[src/rtl/modexp_pkg.sv]
`timescale 1ns/1ps
package modexp_pkg;

  typedef enum logic [2:0] {
    ST_IDLE,
    ST_IN_GO,
    ST_IN_WT,
    ST_LP_CHK,
    ST_LP_WT,
    ST_OUT_GO,
    ST_OUT_WT
  } mx_state_e;

endpackage

[src/rtl/modexp_mont_core.sv]
`timescale 1ns/1ps
module modexp_mont_core #(
  parameter int W = 8
) (
  input  logic         clk,
  input  logic         rst_n,
  input  logic         go_i,
  input  logic [W-1:0] a_i,
  input  logic [W-1:0] b_i,
  input  logic [W-1:0] n_i,
  output logic         done_o,
  output logic [W-1:0] p_o
);
  localparam int CW = $clog2(W + 1);
  localparam int SW = W + 1;

  // One radix-2 step: add b when the multiplier bit is set, make even with n, halve.
  function automatic logic [SW-1:0] mont_step(logic [SW-1:0] s, logic xb,
                                              logic [W-1:0] b, logic [W-1:0] n);
    logic [W+1:0] t;
    t = {1'b0, s} + (xb ? {2'b00, b} : '0);
    if (t[0]) t = t + {2'b00, n};
    return t[W+1:1];
  endfunction

  // Partial sum is below 2n; one conditional subtraction brings it below n.
  function automatic logic [W-1:0] final_sub(logic [SW-1:0] s, logic [W-1:0] n);
    logic [SW-1:0] d;
    d = s - {1'b0, n};
    return (s >= {1'b0, n}) ? d[W-1:0] : s[W-1:0];
  endfunction

  logic [W-1:0]  a_q, b_q, n_q, p_q;
  logic [SW-1:0] s_q;
  logic [CW-1:0] k_q;
  logic          run_q, fin_q, done_q;
  logic          accept, step_last;

  assign accept    = go_i && !run_q && !fin_q;
  assign step_last = run_q && (k_q == CW'(W - 1));

  always_ff @(posedge clk or negedge rst_n) begin
    if (!rst_n) begin
      a_q    <= '0;
      b_q    <= '0;
      n_q    <= '0;
      p_q    <= '0;
      s_q    <= '0;
      k_q    <= '0;
      run_q  <= 1'b0;
      fin_q  <= 1'b0;
      done_q <= 1'b0;
    end else begin
      done_q <= 1'b0;
      if (accept) begin
        a_q   <= a_i;
        b_q   <= b_i;
        n_q   <= n_i;
        s_q   <= '0;
        k_q   <= '0;
        run_q <= 1'b1;
      end else if (run_q) begin
        s_q <= mont_step(s_q, a_q[0], b_q, n_q);
        a_q <= a_q >> 1;
        k_q <= k_q + CW'(1);
        if (step_last) begin
          run_q <= 1'b0;
          fin_q <= 1'b1;
        end
      end else if (fin_q) begin
        p_q    <= final_sub(s_q, n_q);
        done_q <= 1'b1;
        fin_q  <= 1'b0;
      end
    end
  end

  assign done_o = done_q;
  assign p_o    = p_q;

  // the running partial sum stays below twice the modulus
  p_core_bound_r9: assert property (@(posedge clk) disable iff (!rst_n)
    run_q |-> (s_q < {n_q, 1'b0}));

  // a delivered product is fully reduced
  p_core_reduced_r9: assert property (@(posedge clk) disable iff (!rst_n)
    done_o |-> (p_o < n_q));

  // core completion is a single-cycle event
  p_core_pulse_r5: assert property (@(posedge clk) disable iff (!rst_n)
    done_o |=> !done_o);

endmodule

[src/rtl/modexp_exp_scan.sv]
`timescale 1ns/1ps
module modexp_exp_scan #(
  parameter int EW = 8
) (
  input  logic          clk,
  input  logic          rst_n,
  input  logic          load_i,
  input  logic [EW-1:0] e_i,
  input  logic          step_i,
  output logic          bit_o,
  output logic          end_o
);
  localparam int NW = $clog2(EW + 1);

  logic [EW-1:0] e_q;
  logic [NW-1:0] cnt_q;

  always_ff @(posedge clk or negedge rst_n) begin
    if (!rst_n) begin
      e_q   <= '0;
      cnt_q <= '0;
    end else if (load_i) begin
      e_q   <= e_i;
      cnt_q <= '0;
    end else if (step_i) begin
      e_q   <= e_q >> 1;
      cnt_q <= cnt_q + NW'(1);
    end
  end

  assign bit_o = e_q[0];
  assign end_o = (cnt_q == NW'(EW));

  // no step is taken past the last exponent bit
  p_scan_no_overrun_r2: assert property (@(posedge clk) disable iff (!rst_n)
    step_i |-> !end_o);

  // the step count never exceeds the exponent width
  p_scan_bounded_r2: assert property (@(posedge clk) disable iff (!rst_n)
    cnt_q <= NW'(EW));

endmodule

[src/rtl/modexp_rl.sv]
`timescale 1ns/1ps
module modexp_rl #(
  parameter int W  = 8,
  parameter int EW = 8
) (
  input  logic          clk,
  input  logic          rst_n,
  input  logic          start_i,
  input  logic [W-1:0]  x_i,
  input  logic [EW-1:0] e_i,
  input  logic [W-1:0]  n_i,
  input  logic [W-1:0]  r2_i,
  output logic          done_o,
  output logic [W-1:0]  y_o
);
  import modexp_pkg::*;

  mx_state_e    st_q;
  logic [W-1:0] n_q, r2_q, x_q, ym_q, sm_q, y_q;
  logic         done_q, mul_en_q;
  logic         mul_seen_q, sqr_seen_q;

  // named internal events
  logic         mul_go, sqr_go, mul_done, sqr_done, mul_fin, sqr_fin;
  logic [W-1:0] mul_a, mul_b, sqr_a, sqr_b, mul_p, sqr_p;
  logic         e_bit, e_end, e_load, e_step, lp_ready;

  assign mul_fin  = mul_seen_q | mul_done;
  assign sqr_fin  = sqr_seen_q | sqr_done;
  assign lp_ready = sqr_fin && (mul_fin || !mul_en_q);
  assign e_load   = (st_q == ST_IDLE) && start_i;
  assign e_step   = (st_q == ST_LP_WT) && lp_ready;

  // operand routing to the two product cores
  always_comb begin
    mul_go = 1'b0;
    sqr_go = 1'b0;
    mul_a  = '0;
    mul_b  = '0;
    sqr_a  = '0;
    sqr_b  = '0;
    unique case (st_q)
      ST_IN_GO: begin
        mul_go = 1'b1;
        mul_a  = r2_q;
        mul_b  = W'(1);
        sqr_go = 1'b1;
        sqr_a  = x_q;
        sqr_b  = r2_q;
      end
      ST_LP_CHK: begin
        if (!e_end) begin
          sqr_go = 1'b1;
          sqr_a  = sm_q;
          sqr_b  = sm_q;
          mul_go = e_bit;
          mul_a  = ym_q;
          mul_b  = sm_q;
        end
      end
      ST_OUT_GO: begin
        mul_go = 1'b1;
        mul_a  = ym_q;
        mul_b  = W'(1);
      end
      default: ;
    endcase
  end

  modexp_mont_core #(.W(W)) u_mul (
    .clk    (clk),
    .rst_n  (rst_n),
    .go_i   (mul_go),
    .a_i    (mul_a),
    .b_i    (mul_b),
    .n_i    (n_q),
    .done_o (mul_done),
    .p_o    (mul_p)
  );

  modexp_mont_core #(.W(W)) u_sqr (
    .clk    (clk),
    .rst_n  (rst_n),
    .go_i   (sqr_go),
    .a_i    (sqr_a),
    .b_i    (sqr_b),
    .n_i    (n_q),
    .done_o (sqr_done),
    .p_o    (sqr_p)
  );

  modexp_exp_scan #(.EW(EW)) u_scan (
    .clk    (clk),
    .rst_n  (rst_n),
    .load_i (e_load),
    .e_i    (e_i),
    .step_i (e_step),
    .bit_o  (e_bit),
    .end_o  (e_end)
  );

  // sticky completion flags, cleared by each launch
  always_ff @(posedge clk or negedge rst_n) begin
    if (!rst_n) begin
      mul_seen_q <= 1'b0;
      sqr_seen_q <= 1'b0;
    end else begin
      if (mul_go)        mul_seen_q <= 1'b0;
      else if (mul_done) mul_seen_q <= 1'b1;
      if (sqr_go)        sqr_seen_q <= 1'b0;
      else if (sqr_done) sqr_seen_q <= 1'b1;
    end
  end

  // sequencing
  always_ff @(posedge clk or negedge rst_n) begin
    if (!rst_n) begin
      st_q     <= ST_IDLE;
      n_q      <= '0;
      r2_q     <= '0;
      x_q      <= '0;
      ym_q     <= '0;
      sm_q     <= '0;
      y_q      <= '0;
      done_q   <= 1'b0;
      mul_en_q <= 1'b0;
    end else begin
      done_q <= 1'b0;
      unique case (st_q)
        ST_IDLE: begin
          if (start_i) begin
            n_q  <= n_i;
            r2_q <= r2_i;
            x_q  <= x_i;
            st_q <= ST_IN_GO;
          end
        end
        ST_IN_GO: begin
          mul_en_q <= 1'b1;
          st_q     <= ST_IN_WT;
        end
        ST_IN_WT: begin
          if (mul_fin && sqr_fin) begin
            ym_q <= mul_p;
            sm_q <= sqr_p;
            st_q <= ST_LP_CHK;
          end
        end
        ST_LP_CHK: begin
          if (e_end) begin
            st_q <= ST_OUT_GO;
          end else begin
            mul_en_q <= e_bit;
            st_q     <= ST_LP_WT;
          end
        end
        ST_LP_WT: begin
          if (lp_ready) begin
            sm_q <= sqr_p;
            if (mul_en_q) ym_q <= mul_p;
            st_q <= ST_LP_CHK;
          end
        end
        ST_OUT_GO: begin
          st_q <= ST_OUT_WT;
        end
        ST_OUT_WT: begin
          if (mul_fin) begin
            y_q    <= mul_p;
            done_q <= 1'b1;
            st_q   <= ST_IDLE;
          end
        end
        default: st_q <= ST_IDLE;
      endcase
    end
  end

  assign done_o = done_q;
  assign y_o    = y_q;

  // result strobe lasts one cycle
  p_done_pulse_r5: assert property (@(posedge clk) disable iff (!rst_n)
    done_o |=> !done_o);

  // the result only moves together with the strobe
  p_y_hold_r5: assert property (@(posedge clk) disable iff (!rst_n)
    !done_o |-> $stable(y_o));

  // delivered result is below the captured modulus
  p_y_below_n_r9: assert property (@(posedge clk) disable iff (!rst_n)
    done_o |-> (y_o < n_q));

  // both running values stay reduced between steps
  p_running_reduced_r9: assert property (@(posedge clk) disable iff (!rst_n)
    (st_q == ST_LP_CHK) |-> ((ym_q < n_q) && (sm_q < n_q)));

  // a multiply core left idle in a step reports no completion
  p_mul_gated_r2: assert property (@(posedge clk) disable iff (!rst_n)
    (st_q == ST_LP_WT && !mul_en_q) |-> !mul_done);

  // cores launched together finish together
  p_pair_lockstep_r2: assert property (@(posedge clk) disable iff (!rst_n)
    (st_q == ST_LP_WT && mul_en_q) |-> (mul_done == sqr_done));

  // a start during a run leaves the captured modulus alone
  p_start_ignored_r6: assert property (@(posedge clk) disable iff (!rst_n)
    (st_q != ST_IDLE && start_i) |=> $stable(n_q));

endmodule

[config.mk]
export PLATFORM = sky130hd
export DESIGN_NAME = modexp_rl
export DESIGN_NICKNAME = d
export VERILOG_FILES = /design/src/rtl/modexp_pkg.sv /design/src/rtl/modexp_mont_core.sv /design/src/rtl/modexp_exp_scan.sv /design/src/rtl/modexp_rl.sv
export SDC_FILE = /design/constraint.sdc
export NUM_CORES = 1
export LEC_CHECK = 0
export ABC_AREA = 1
export BUFFER_PORTS_ARGS = -buffer_cell sky130_fd_sc_hd__buf_2
export CORE_AREA = 2 2 182 184
export CTS_BUF_LIST = sky130_fd_sc_hd__clkbuf_16
export CTS_CLUSTER_DIAMETER = 30
export DETAILED_ROUTE_END_ITERATION = 6
export DIE_AREA = 0 0 184 186
export GPL_ROUTABILITY_DRIVEN = 0
export HOLD_SLACK_MARGIN = 0.1
export REMOVE_ABC_BUFFERS = 1
export SYNTH_ARGS = -nofsm -noshare
export SYNTH_HDL_FRONTEND = slang
export SYNTH_SLANG_ARGS = --single-unit
[constraint.sdc]
create_clock -name clk -period 3.2 [get_ports clk]
set_clock_uncertainty 0.05 [all_clocks]
set_input_delay 0.48 -clock clk [delete_from_list [all_inputs] [get_ports clk]]
set_output_delay 0.48 -clock clk [all_outputs]
set_load 0.02 [all_outputs]
======== Word level (Yosys, flattened, before mapping) ========
Cells that the tools add are included.
cells by class
  add/sub/neg operators ................... 9
  multiply operators ...................... 0
  divide/modulo/power cells ............... 0
  order comparisons ....................... 2
  eq/ne operators ......................... 17
  shift-type cells ........................ 0
  multiplexer cells ....................... 69
  bitwise logic cells ..................... 6
  reduce and logical (&&, ||, !) cells .... 35
operators with widths
  cell                                                              number
  8-bit 2-to-1 mux                                                  17
  8-bit one-hot mux with 2 select lines                             5
  9-bit 2-to-1 mux                                                  4
  1-bit 2-to-1 mux                                                  26
  4-bit 2-to-1 mux                                                  6
  8-bit one-hot mux with 3 select lines                             1
  3-bit one-hot mux with 7 select lines                             1
  10-bit by 8-bit adder with 10-bit output                          2
  9-bit by 8-bit adder with 10-bit output                           2
  10-bit 2-to-1 mux                                                 2
  9-bit by 8-bit >= comparator with 1-bit output                    2
  2-bit != test (second input constant)                             8
  8-bit subtractor                                                  2
  2-bit nonzero test                                                7
  4-bit by 1-bit adder with 4-bit output (second input constant)    3
  3-bit 2-to-1 mux                                                  4
  1-bit logical AND                                                 10
  2-bit AND reduction                                               5
  3-bit == test (second input constant)                             3
  3-bit AND reduction                                               3
  4-bit by 3-bit == test with 1-bit output (second input constant)  2
  4-bit AND reduction                                               2
  3-bit by 2-bit == test with 1-bit output (second input constant)  2
  1-bit one-hot mux with 2 select lines                             3
  8 further kinds                                                   16
storage, ports and cells
  bits in registers ....................... 163
  latch bits .............................. 0
  RAM bits ................................ 0
  memory bits (read-only) ................. 0
  output and inout port bits .............. 9
  word-level logic and storage cells ...... 169
  memories ................................ 0

======== Longest topological paths before layout ========
  word-level depth ........................ 7
  mapped depth ............................ 24
  depth with buffers taken out ............ 23

======== By module ========
A second synthesis with hierarchy kept.
unflattened totals
  cell total of the unflattened synthesis .. 1,302
  area total of the unflattened synthesis .. 9,839.4 sq um
by module, submodules not included
  module                    instances  cells each  area each (sq um)  seq. area each (sq um)
  modexp_mont_core (u_sqr)  1          452         3,299.4            1,201.2
  modexp_mont_core (u_mul)  1          459         3,294.4            1,201.2
  modexp_rl                 1          328         2,666.3            1,376.3
  modexp_exp_scan           1          63          579.3              300.3

======== Worst setup path before layout ========
Ideal clock, no wire load.
  path type ............................... reg-to-reg
  start ................................... register u_sqr.a_q[0]
  end ..................................... register u_sqr.s_q[8]
  data arrival time ....................... 2.800 ns
  path slack .............................. 0.232 ns
  stages on the path, launching flop included .. 25
  period minus slack after synthesis ...... 2.968 ns
  path through ............................ dfrtp_1 > clkbuf_1 > nand2_1 > inv_1 > ha_1 > inv_1 > fa_1 > inv_1 > nand3_1 > nand2_1 > inv_1 > o21bai_1 > or2_2 > nand2_1 > ha_1 > nand2_1 > inv_1 > a21oi_1 > nand2_1 > nand2_1 > nand2_1 > nand3_1 > nand2_1 > nand3_1 > nand2_1
on the way
  cells in the longest elaborated chain, start to end .. 6
RTL lines
  what                                       line                    RTL
  start: declaration                         modexp_mont_core.sv:33  logic [W-1:0] a_q, b_q, n_q, p_q;
  start signal: assignment                   modexp_mont_core.sv:56  a_q <= a_i;
  start signal: assignment                   modexp_mont_core.sv:64  a_q <= a_q >> 1;
  8-bit 2-to-1 mux *                         modexp_mont_core.sv:21  t = {1'b0, s} + (xb ? {2'b00, b} : '0);
  9-bit by 8-bit adder with 10-bit output *  modexp_mont_core.sv:21
  10-bit by 8-bit adder with 10-bit output   modexp_mont_core.sv:22  if (t[0]) t = t + {2'b00, n};
  10-bit 2-to-1 mux *                        modexp_mont_core.sv:22
  9-bit 2-to-1 mux *                         modexp_mont_core.sv:62  end else if (run_q) begin
  9-bit 2-to-1 mux *                         modexp_mont_core.sv:55  if (accept) begin
  end signal: assignment                     modexp_mont_core.sv:63  s_q <= mont_step(s_q, a_q[0], b_q, n_q);
  end: declaration                           modexp_mont_core.sv:34  logic [SW-1:0] s_q;
Mark *: on every way between the ends. The rest lies on a longest branch, timed or not. The select of a mux whose other input is x is not followed.
A chain may end at the register's enable or synchronous reset.

======== Worst setup path after layout ========
  start ................................... register u_mul.a_q[0]
  end ..................................... register u_mul.s_q[8]
on the way
  cells in the longest elaborated chain, start to end .. 6
RTL lines
  what                                       line
  start: declaration                         modexp_mont_core.sv:33
  start signal: assignment                   modexp_mont_core.sv:56
  start signal: assignment                   modexp_mont_core.sv:64
  8-bit 2-to-1 mux *                         modexp_mont_core.sv:21
  9-bit by 8-bit adder with 10-bit output *  modexp_mont_core.sv:21
  10-bit by 8-bit adder with 10-bit output   modexp_mont_core.sv:22
  10-bit 2-to-1 mux *                        modexp_mont_core.sv:22
  9-bit 2-to-1 mux *                         modexp_mont_core.sv:62
  9-bit 2-to-1 mux *                         modexp_mont_core.sv:55
  end signal: assignment                     modexp_mont_core.sv:63
  end: declaration                           modexp_mont_core.sv:34
Marks and branches as above.

==> results list <==
- The worst register-to-register path ends at u_mul.s_q[8].
* Path type of the worst setup path: reg -> reg
* RSZ-0062 raised after global routing: true
- The worst register-to-register path begins at u_mul.a_q[0].
- Worst Path Max Fanout: 5
- The via count of the first global-routing pass is 7671.
- Post-DP HPWL: 17.8 mm
- Total overflow reported by the global router: 0
- Placement row count: 66
- Io pins: 44
- Total standard cell area after synthesis: 9530 sq um
- Area of the die: 34200 sq um
- Relative to the synthesized area, the layout overhead comes to 13.4%.
* Gate family responsible for the most delay along the worst path: simple AND/OR/NAND/NOR gates
- Proportion of synthesized chip area in sequential cells: 0.428
- Global-route wire length before repair: 38.7 mm
- Along the worst hold path, the cell count comes to 3.
- The placed instances occupy a cell area of 10200 sq um.
* Wire length on met1: 11.4 mm
* Top layer in use: met4
- The flow ran to the end, and the final reports show no timing, DRC or antenna violations.
- In this run the static leakage power is 5.72 nW.
* Worst path bufs/invs: 4
- Commonest non-fill, non-tap cell in the layout: sky130_fd_sc_hd__nand2_1
- For the final routed database, the setup TNS stands at 0 ps.
- Worst-Margin Slew: 667 ps
- Summed over all nets, wire length on met2 after detailed routing comes to 11.0 mm.
- In this run the vertical extent of the chip is 186 um.
- The critical path goes through nand2_1, inv_1, ha_1, inv_1, fa_1, inv_1, nand3_1, nand2_2, inv_1, o21bai_1, or2_2, nand2_1, ha_4, nand2_1, nor2_1, nand2_1, nand2_1, nand2_1, nand2_1, nand4_1, nand3_1, nand2_1.
- CTS Root Buffer Type: sky130_fd_sc_hd__clkbuf_16
- Among all stages on the critical path, the largest delay is contributed by sky130_fd_sc_hd__fa_1.
- Final cycle utilization of the critical path: 0.917
- In the global route stage, overall resource usage came out at 0.143.
* Sort of element at the end of the critical path: register
* Horiz. Die Dim: 184 um
- After detailed routing, the average wire length per cell comes to 13.9 um.
- Maximum number of pins on one net before global-route repair: 71
* Worst min-delay path startpoint: x_i[4]
- Avg Vias per Cell: 4.68
* Clock tree from TritonCTS: yes
- Number of enable-type register cells in the synthesized netlist: 0
* Final setup violation count: 0
- For this design, the sink count on the clock tree is 163.
- Type of the most critical hold path: in -> reg
- Flip-flop and latch count after synthesis: 163
- Number of nets with antenna violations after detailed routing: 0
* Crit path launch: u_mul.a_q[0]
* Post-Synthesis Mean Instance Area: 7.81 sq um
- Detailed Routing Iterations Pass 1: 5
* Prevailing post-synth register cell: sky130_fd_sc_hd__dfrtp_1
- Endpoint with the worst hold slack: x_q[4]
* Synth cell types: 45
- The initial antenna violation count came to 0.
- For this block, the initial DRC count from the detailed router was 385.
- Vias after detailed routing: 7875
- Depth of the worst register-to-register path: 22
* Max Transition Viols Final: 0
* Starting utilization of the core area: 0.296
- CP max stage delay: 400 ps
- Total of warnings raised by yosys: 0
* Drt total wl: 23.5 mm
- The worst register-to-register path has a setup slack of 270 ps.
- Depth of the CTS H-tree: 4
- 0 antenna diodes ended up in the layout.
- Type of element launching the critical path: register
- Total core area: 32200 sq um
* Critical Path RT: 3460 ps
- TritonCTS created 17 clock buffers.
- In this run the tool buffered the top-level ports with 43 buffer cells.
- Data on the critical path arrives at its endpoint at 3190 ps.
- Clock slew seen by the registers of the worst setup and hold paths: 60 ps
* Longest Clk Path Bufs: 2
- In the synthesized netlist, the number of instances is 1220.
- Of the cells placed in the final design, the portion with a size suffix greater than 1 is 0.103.
* Net count, final: 1357
- Timing-limited maximum frequency: 0.341 GHz
* Top library cells by usage in the layout, fill and taps aside: sky130_fd_sc_hd__nand2_1 (371), sky130_fd_sc_hd__dfrtp_1 (163), sky130_fd_sc_hd__inv_1 (157)
- VDD sags by at most 0.314 mV.
- Routed length on met3: 810 um
- Total DRC errors in the routed layout: 0
- Period minus WS final: 2930 ps
* Number of max-capacitance violations reported: 0
- The clock reaches the later pin of the worst-skew pair after 420 ps.
* Async S/R FF share, synth: 1.00
- Measured on the finished design, the core utilization comes to 0.335.
- Power per standard cell area: 382 nW/um^2
* Finished layout cell area: 10800 sq um
* Final hold slack: 197 ps
- Measured against its own limit, the worst slew margin works out to 0.556.
- Total count of hold-check failures in the final report: 0
* Top cell by count, worst path: sky130_fd_sc_hd__nand2_1
-- cells by family (layout without fill, tap and decap cells) --
kind of cell,Yosys count,in the layout,synth area share
xor gates and xnor gates,22,22,0.0202
AOI/OAI and AO/OA,200,200,0.122
muxes,7,7,0.00827
adders and majority gates,58,58,0.0809
buffers and inverters,195,251,0.0831
DFF,163,163,0.428
and+or+nand+nor,575,575,0.257
-- per-layer routing --
| metal | vias to the layer above | global-route usage |
|---|---|---|
| met4 | 0 | 0.0314 |
| li1 | 4019 | - |
| met1 | 3697 | 0.192 |
| met3 | 13 | 0.0248 |
| met2 | 146 | 0.241 |
| met5 | - | 0 |
-- Yosys cell counts (3+ instances only) --
| library cell | count | area share |
|---|---|---|
| sky130_fd_sc_hd__a21boi_0 | 10 | 0.0079 |
| sky130_fd_sc_hd__a21oi_1 | 44 | 0.023 |
| sky130_fd_sc_hd__a22o_1 | 3 | 0.0028 |
| sky130_fd_sc_hd__a22oi_1 | 3 | 0.0024 |
| sky130_fd_sc_hd__a31oi_1 | 9 | 0.0059 |
| sky130_fd_sc_hd__buf_2 | 8 | 0.0042 |
| sky130_fd_sc_hd__buf_6 | 4 | 0.0047 |
| sky130_fd_sc_hd__clkbuf_1 | 17 | 0.0067 |
| sky130_fd_sc_hd__dfrtp_1 | 163 | 0.43 |
| sky130_fd_sc_hd__fa_1 | 6 | 0.013 |
| sky130_fd_sc_hd__ha_1 | 52 | 0.068 |
| sky130_fd_sc_hd__inv_1 | 155 | 0.061 |
| sky130_fd_sc_hd__inv_2 | 7 | 0.0028 |
| sky130_fd_sc_hd__mux2_2 | 7 | 0.0083 |
| sky130_fd_sc_hd__nand2_1 | 372 | 0.15 |
| sky130_fd_sc_hd__nand2_2 | 4 | 0.0026 |
| sky130_fd_sc_hd__nand2_4 | 4 | 0.0047 |
| sky130_fd_sc_hd__nand3_1 | 85 | 0.045 |
| sky130_fd_sc_hd__nand3b_1 | 9 | 0.0071 |
| sky130_fd_sc_hd__nand4_1 | 11 | 0.0072 |
| sky130_fd_sc_hd__nor2_1 | 76 | 0.030 |
| sky130_fd_sc_hd__o211ai_1 | 6 | 0.0047 |
| sky130_fd_sc_hd__o21ai_0 | 90 | 0.047 |
| sky130_fd_sc_hd__o21ai_1 | 9 | 0.0047 |
| sky130_fd_sc_hd__o21ai_2 | 8 | 0.0074 |
| sky130_fd_sc_hd__o21bai_1 | 6 | 0.0047 |
| sky130_fd_sc_hd__o22ai_1 | 5 | 0.0033 |
| sky130_fd_sc_hd__or2_2 | 4 | 0.0026 |
| sky130_fd_sc_hd__xnor2_1 | 10 | 0.0092 |
| sky130_fd_sc_hd__xor2_1 | 12 | 0.011 |
-- registers in the layout (all words and copies together), names as in the netlist, 4 cells and up --
signal	flops
sm_q	8
u_scan.cnt_q	4
u_sqr.b_q	8
u_sqr.k_q	4
u_sqr.a_q	8
u_scan.e_q	8
u_mul.s_q	9
x_q	8
u_mul.k_q	4
y_o	8
r2_q	8
u_sqr.n_q	8
u_sqr.p_o	8
u_mul.a_q	8
u_sqr.s_q	9
n_q	8
ym_q	8
u_mul.n_q	8
u_mul.b_q	8
u_mul.p_o	8
-- power breakdown --
part / leakage [nW] / switching, mW / internal (mW) / total [mW]
registers: 2.18 / 0 / 2.06 / 2.06
logic: 3.26 / 0.0475 / 0.0199 / 0.0674
clock network: 0.278 / 0.855 / 1.14 / 2.00
total: 5.72 / 0.903 / 3.22 / 4.13
-- through the flow --
stage / worst slack [ps] / cells / power [mW]
6_report: 266 / 1684 / 4.13
5_1_grt: -53.4 / 1684 / 4.28
4_1_cts: 146 / 1684 / 4.18
3_5_place_dp: 163 / 1652 / 2.17
3_3_place_gp: 251 / 1652 / 2.17
2_1_floorplan: 342 / 1188 / 2.10
-- worst reg2reg max path, delay by kind of cell (launching register included) --
family | cells | cell delay, ps
AND/OR/NAND/NOR | 14 | 1160
buffers and inverters | 4 | 250
AO/OA/AOI/OAI | 1 | 140
adder cells (fa/ha/maj) | 3 | 890
flip-flops | 1 | 360
-- layout make-up --
class	instances	area, sq um
repair buffers	57	342
fillers	3400	21400
multi-input cells	862	4700
clock buffers	17	425
flip-flops and latches	163	4080
inverters	163	612
well taps	408	510
clock inverters	14	139
-- worst max-delay path by stage --
| stage | end | depth (start not counted) |
|---|---|---|
| 2_1_floorplan | u_sqr.s_q[8] | 23 |
| 3_3_place_gp | u_sqr.s_q[5] | 18 |
| 3_5_place_dp | u_mul.s_q[8] | 23 |
| 4_1_cts | u_mul.s_q[8] | 23 |
| 5_1_grt | u_mul.s_q[8] | 22 |
| 6_report | u_mul.s_q[8] | 22 |
-- repair_timing --
action	in CTS	in global routing
endpoints found under the setup margin	0	7
hold endpoints to repair	67	0
hold buffers	1	0
resized for setup	0	8
buffers inserted	0	0
Note: power is estimated with default switching activity, not from simulation.
